## src/rtl/subword_shuffle.sv

```systemverilog
module subword_shuffle #(
  parameter int HW    = 16,
  parameter int LANES = 4
) (
  input  logic                  clk,
  input  logic                  rst_n,
  input  logic [HW*LANES-1:0]   src_a,
  input  logic [HW*LANES-1:0]   src_b,
  input  logic [1:0]            op_sel,
  input  logic                  take_right,
  input  logic [2*LANES-1:0]    perm_ctl,
  output logic [HW*LANES-1:0]   result
);
  localparam int DW   = HW * LANES;
  localparam int HALF = DW / 2;

  logic [HW-1:0] a_hw [LANES];
  logic [HW-1:0] b_hw [LANES];
  logic [DW-1:0] mix_half, mix_word, perm_out, next_val;

  for (genvar i = 0; i < LANES; i++) begin : g_split
    assign a_hw[i] = src_a[DW-1-HW*i -: HW];
    assign b_hw[i] = src_b[DW-1-HW*i -: HW];
    assign perm_out[DW-1-HW*i -: HW] = a_hw[perm_ctl[2*LANES-1-2*i -: 2]];
  end

  for (genvar p = 0; p < LANES/2; p++) begin : g_mix
    localparam int SRC = 2*p;
    assign mix_half[DW-1-2*HW*p -: HW]    = take_right ? a_hw[SRC+1] : a_hw[SRC];
    assign mix_half[DW-1-2*HW*p-HW -: HW] = take_right ? b_hw[SRC+1] : b_hw[SRC];
  end

  assign mix_word = take_right ? {src_a[HALF-1:0], src_b[HALF-1:0]}
                               : {src_a[DW-1:HALF], src_b[DW-1:HALF]};

  always_comb begin
    unique case (op_sel)
      2'b00:   next_val = mix_half;
      2'b01:   next_val = mix_word;
      2'b10:   next_val = perm_out;
      default: next_val = '0;
    endcase
  end

  always_ff @(posedge clk or negedge rst_n) begin
    if (!rst_n) result <= '0;
    else        result <= next_val;
  end
endmodule

```

## config.mk

```make
export PLATFORM = sky130hd
export DESIGN_NAME = subword_shuffle
export DESIGN_NICKNAME = d
export VERILOG_FILES = /design/src/rtl/subword_shuffle.sv
export SDC_FILE = /design/constraint.sdc
export NUM_CORES = 1
export LEC_CHECK = 0
export BUFFER_PORTS_ARGS = -buffer_cell sky130_fd_sc_hd__buf_2
export CAP_MARGIN = 20
export CORE_MARGIN = 2
export CORE_UTILIZATION = 45
export DETAILED_ROUTE_END_ITERATION = 8
export PLACE_DENSITY_LB_ADDON = 0.3
export SYNTH_ARGS = -nofsm -noshare
export SYNTH_HDL_FRONTEND = slang
export SYNTH_SLANG_ARGS = --single-unit
```

## constraint.sdc

```tcl
create_clock -name clk -period 0.8 [get_ports clk]
set_input_delay 0.08 -clock clk [delete_from_list [all_inputs] [get_ports clk]]
set_output_delay 0.08 -clock clk [all_outputs]
set_load 0.005 [all_outputs]
```

==> results of run 1 <==
layer usage:
layer	vias to the layer above	share of wire	GRT usage
li1	2560	-	-
met1	2863	0.40	0.382
met2	284	0.49	0.513
met3	51	0.078	0.0575
met4	0	0.027	0.133
met5	-	0	0
kinds of logic (layout without fill, tap and decap cells):
family	count (synthesis)	in the layout	share of synthesized area
flip-flops	64	64	0.288
multiplexers	200	200	0.435
AND/OR/NAND/NOR	68	69	0.0520
AO/OA/AOI/OAI	100	100	0.160
buffers and inverters	55	367	0.0640
power breakdown:
part | switching [mW] | total [mW] | leakage (nW) | internal, mW
clock network | 1.52 | 4.40 | 0.159 | 2.88
registers | 0.0975 | 3.67 | 0.795 | 3.58
logic | 1.98 | 4.17 | 3.27 | 2.19
worst max-delay path by stage:
stage / from / end / slack [ns] / cells after the start
6_report: result[53]$_DFF_PN0_ / result[53] / -0.17 / 1
5_1_grt: result[52]$_DFF_PN0_ / result[52] / -0.18 / 1
4_1_cts: result[53]$_DFF_PN0_ / result[53] / -0.17 / 1
3_5_place_dp: perm_ctl[4] / result[41]$_DFF_PN0_ / -0.42 / 5
3_3_place_gp: op_sel[0] / result[56]$_DFF_PN0_ / -0.41 / 6
2_1_floorplan: perm_ctl[4] / result[41]$_DFF_PN0_ / -0.29 / 5
per-stage QoR:
step / setup slack (ns) / instances / power, mW
floorplan: -0.291 / 487 / 5.67
global placement: -0.409 / 919 / 7.35
detailed placement: -0.425 / 919 / 7.47
CTS: -0.167 / 937 / 12.0
global route: -0.183 / 947 / 12.7
finish: -0.170 / 947 / 12.2
area by class of cell:
cell class | instances | area [um^2]
clock buffers | 12 | 256
clock inverters | 3 | 65.1
fillers | 877 | 3430
multi-input cells | 369 | 3920
flip-flops and latches | 64 | 1600
well taps | 147 | 184
repair buffers | 352 | 2560
cell usage after synthesis:
cell,instances,area share
mux2_2,12,0.024
mux2i_1,156,0.28
o221ai_2,12,0.032
nor2b_1,2,0.0023
o21ai_1,10,0.0090
nand2b_1,2,0.0023
nand2_1,37,0.025
mux4_2,32,0.13
clkbuf_1,10,0.0068
o21ai_0,6,0.0054
nor2_1,20,0.014
dfrtp_1,64,0.29
a31oi_1,4,0.0045
nor4_1,4,0.0045
o221ai_1,36,0.057
o22a_1,12,0.019
buf_6,13,0.026
buf_2,26,0.023
buf_1,1,0.00068
a211o_1,16,0.025
or2_1,1,0.0011
buf_4,5,0.0068
nand3b_1,1,0.0014
or3b_4,1,0.0020
o2111a_1,4,0.0081
repair_timing:
item | in CTS | in global routing
hold buffers | 1 | 0
resized for setup | 20 | 44
gates cloned | 2 | 4
pin swaps | 1 | 7
endpoints found under the setup margin | 111 | 106
hold endpoints to repair | 64 | 0
buffers inserted | 0 | 6
tightest hold or removal path: cells and delay by family:
kind	cells	cell delay, ns
buf+inv	1	0.08
compound gates	1	0.11
mux	1	0.06
==> summary.md, run 1 <==
| Metric | Value |
|---|---|
| Drt pass-1 iters | `5` |
| First-pass GRT wire length | `30.7 mm` |
| Status | `finished with violations` |
| DIE AREA | `13200 um^2` |
| Post-Route Utilization | `0.715` |
| WHS | `0.0170 ns` |
| Critical Path Start Type | `flip-flop` |
| Fmax | `1030 MHz` |
| Cells after Synth | `487` |
| Slowest stage delay, CP | `0.40 ns` |
| Die Wd | `115 um` |
| CTS sink cnt | `64` |
| Num CTS Buffers | `9` |
| Part of the cycle the worst path needs | `1.21` |
| Register area share after synthesis | `0.288` |
| Crit Path Category | `flip-flop to primary output` |
| Hold Path End | `result[2]$_DFF_PN0_` |
| Die Y | `115 um` |
| Peak VDD IR | `0.000867 V` |
| Layout cells sized above 1 | `0.591` |
| IO Count | `205` |
| Detail Route Antenna Nets | `0` |
| Post-Route Setup TNS | `-6.99 ns` |
| Global placer's final weighted congestion | `0.957` |
| Crit-path slowest cell | `dfrtp_1` |
| Crit path cell chain | `buf_2` |
| Cell Area, Synth | `5550 um^2` |
| Yosys warnings | `0` |
| Post-DP Area | `7750 um^2` |
| GRT Total Usage | `0.304` |
| Design Area, Final | `8580 um^2` |
| Initial antenna violation count | `0` |
| Final setup viols | `66` |
| Nets | `937` |
| ANT cells | `0` |
| # rows | `40` |
| Critical path required time | `0.72 ns` |
| Top flop regs | `result (64)` |
| Tmin final | `0.970 ns` |
| Worst Hold Depth | `3` |
| Crit path max fanout | `1` |
| Mapped Nets | `628` |
| Total routed wirelength | `21.2 mm` |
| Commonest non-fill, non-tap cell in the layout | `buf_2` |
| Setup crit end kind | `primary output` |
| Yosys reg bits | `64` |
| Crit path DAT | `0.89 ns` |
| P&R area growth vs syn | `54.5%` |
| Root Buffer Master | `clkbuf_16` |
| Drt wl/cell | `22.3 um` |
| Max reg flops | `64` |
| Number of global-route vias before repair | `5952` |
| Hold WC Path Type | `primary input to flip-flop` |
| Number of max-cap violations | `0` |
| Final-report hold violation count | `0` |
| CTS tree | `yes` |
| Cell family with most CP delay | `flip-flops` |
| Max H-tree Level | `3` |
| Violated checks | `negative setup slack` |
| Reg clk slew, reported paths | `0.06 ns` |
| Buffers & Inverters on Critical Path | `1` |
| Final Max Slew Viols | `0` |
| Post-route setup slack | `-0.170 ns` |
| Vias | `5758` |
| IO buf count | `204` |
| Congestion Overflow GR | `0` |
| Pin count of the biggest net entering global routing | `65` |
| Distinct cells, synth | `25` |
| P_leak | `4.22 nW` |
| Max Buffers Root-to-Sink | `2` |
| Via/cell ratio | `6.08` |
| Most frequent cells in the layout | `buf_2 (200), mux2i_1 (156), buf_4 (117), dfrtp_1 (64), o221ai_2 (35)` |
| RSZ-0062 raised after global routing | `true` |
| Syn Area/Cell | `11.4 um^2` |
| Hpwl dp | `14.7 mm` |
| Min-Delay Startpoint | `src_b[2]` |
| Worst slew pin tran | `0.361 ns` |
| Largest Register | `result` |
| P per Cell Area | `1430 nW/um^2` |
| Slew margin rel. | `0.759` |
| CORE AREA | `12000 um^2` |
| Post-route DRC | `0` |
| Starting DRC count in detailed routing | `380` |
| Initial Util | `0.462` |
No activity file was read; power rests on OpenSTA's default activity.
==> run 2, diff against run 1 <==
--- a/config.mk
+++ b/config.mk
@@ -9,6 +9,7 @@
 export CAP_MARGIN = 20
 export CORE_MARGIN = 2
 export CORE_UTILIZATION = 45
+export CTS_BUF_LIST = sky130_fd_sc_hd__clkbuf_4
 export DETAILED_ROUTE_END_ITERATION = 8
 export PLACE_DENSITY_LB_ADDON = 0.3
 export SYNTH_ARGS = -nofsm -noshare
==> summary.md, run 2 (synthesis results as in run 1) <==
| Metric | Value |
|---|---|
| Status | `finished with violations` |
| Violated checks | `negative setup slack` |
| Commonest non-fill, non-tap cell in the layout | `buf_2` |
| Crit-path slowest cell | `dfrtp_1` |
| IO buf count | `204` |
| Met2 usage | `0.538` |
| Drt wl/cell | `20.4 um` |
| Reg clk slew, reported paths | `0.13 ns` |
| DIE AREA | `13200 um^2` |
| Post-Route Utilization | `0.715` |
| Pin count of the biggest net entering global routing | `65` |
| Post-CTS setup buffer count | `0` |
| Peak VDD IR | `0.000741 V` |
| Congestion Overflow GR | `0` |
| Total routed wirelength | `20.5 mm` |
| Critical Path Start Type | `flip-flop` |
| Die Y | `115 um` |
| P_leak | `4.27 nW` |
| Max H-tree Level | `3` |
| Filler instances | `866` |
| Crit path cell chain | `buf_2` |
| Detail Route Antenna Nets | `0` |
| Setup crit end kind | `primary output` |
| Post-route setup slack | `-0.312 ns` |
| Number of global-route vias before repair | `6293` |
| Min-Delay Startpoint | `src_a[42]` |
| Max reg flops | `64` |
| Cell family with most CP delay | `flip-flops` |
| Critical path required time | `0.72 ns` |
| GRT Total Usage | `0.313` |
| Global placer's final weighted congestion | `0.957` |
| GR peak layer | `met2` |
| Crit path DAT | `1.03 ns` |
| Part of the cycle the worst path needs | `1.39` |
| Post-DP Area | `7750 um^2` |
| Via/cell ratio | `5.92` |
| CTS sink cnt | `64` |
| Tmin final | `1.11 ns` |
| First-pass GRT wire length | `31.6 mm` |
| Drt pass-1 iters | `4` |
| Initial antenna violation count | `1` |
| Nets | `992` |
| Max Buffers Root-to-Sink | `2` |
| P&R area growth vs syn | `54.7%` |
| Slowest stage delay, CP | `0.42 ns` |
| Most frequent cells in the layout | `buf_2 (203), mux2i_1 (156), buf_4 (117), dlygate4sd3_1 (68), dfrtp_1 (64)` |
| Root Buffer Master | `clkbuf_4` |
| Slew margin rel. | `0.748` |
| Hold Path End | `result[42]$_DFF_PN0_` |
| Global Route met1 Usage | `0.378` |
| Fmax | `899 MHz` |
| Crit path max fanout | `1` |
| Vias | `5944` |
| Post-Route Setup TNS | `-15.61 ns` |
| Hold WC Path Type | `primary input to flip-flop` |
| Layout cells sized above 1 | `0.496` |
| Final Power | `10.3 mW` |
| Starting DRC count in detailed routing | `287` |
| Number of max-cap violations | `0` |
| Buffers & Inverters on Critical Path | `1` |
| Final Max Slew Viols | `0` |
| IO Count | `205` |
| Num CTS Buffers | `9` |
| CORE AREA | `12000 um^2` |
| Post-route DRC | `0` |
| # rows | `40` |
| Hpwl dp | `14.7 mm` |
| Design Area, Final | `8590 um^2` |
| GRT met3 Usage | `0.0622` |
| Worst slew pin tran | `0.378 ns` |
| Initial Util | `0.462` |
| Worst Hold Depth | `3` |
| P per Cell Area | `1200 nW/um^2` |
| Die Wd | `115 um` |
| Final-report hold violation count | `0` |
| RSZ-0062 raised after global routing | `true` |
| Largest Register | `result` |
| Final setup viols | `64` |
| CTS tree | `yes` |
| Crit Path Category | `flip-flop to primary output` |
| Top flop regs | `result (64)` |
| Placement Setup Slack | `-0.425 ns` |
[run 2: cell types whose count changed in the layout (fill, tap and decap cells not counted), sizes merged]
cell / change
diode: +2
dlygate4sd3: +67
or3b: -1
clkinv: +2
buf: -7
clkbuf: -6
[run 2: report_power, final]
part | internal (mW) | leakage (nW) | total [mW] | switching (mW)
combinational | 2.21 | 3.39 | 4.06 | 1.85
sequential | 3.57 | 0.795 | 3.67 | 0.101
clock | 1.26 | 0.0813 | 2.56 | 1.30
total | 7.03 | 4.27 | 10.3 | 3.25
[run 2: final cells by class]
type | instances | area [um^2] | area share
flip-flops and latches | 64 | 1600 | 0.186
well taps | 147 | 184 | 0.0214
multi-input cells | 368 | 3680 | 0.428
repair buffers | 408 | 2980 | 0.346
clock inverters | 5 | 72.6 | 0.00845
diodes | 2 | 5.00 | 0.000583
clock buffers | 10 | 75.1 | 0.00874
[run 2: repair_timing]
item | in CTS | in global routing
setup endpoints to repair | 64 | 65
resized for setup | 0 | 1
endpoints found under the hold margin | 112 | 0
hold buffers | 68 | 0
pin swaps | 0 | 0
[run 2: layer usage]
layer	wire [um]	vias up
met5	13	-
met4	471	2
met3	1410	43
met2	10400	265
met1	8170	2962
li1	-	2672
[run 2: worst max-delay path by stage]
stage	slack (ns)	cells after the start	start	endpoint
after floorplan	-0.29	5	perm_ctl[4]	result[41]$_DFF_PN0_
after global placement	-0.41	6	op_sel[0]	result[56]$_DFF_PN0_
after detailed placement	-0.42	5	perm_ctl[4]	result[41]$_DFF_PN0_
after CTS	-0.33	1	result[53]$_DFF_PN0_	result[53]
after global routing	-0.34	1	result[53]$_DFF_PN0_	result[53]
final	-0.31	1	result[53]$_DFF_PN0_	result[53]
[run 2: metrics by stage]
| stage | std cells | hold WS, ns |
|---|---|---|
| after CTS | 1002 | 0.00830 |
| after global routing | 1002 | 0.0367 |
| final | 1004 | 0.0279 |
| after detailed placement | 919 | 0.129 |
| after global placement | 919 | 0.126 |
| after floorplan | 487 | -0.216 |
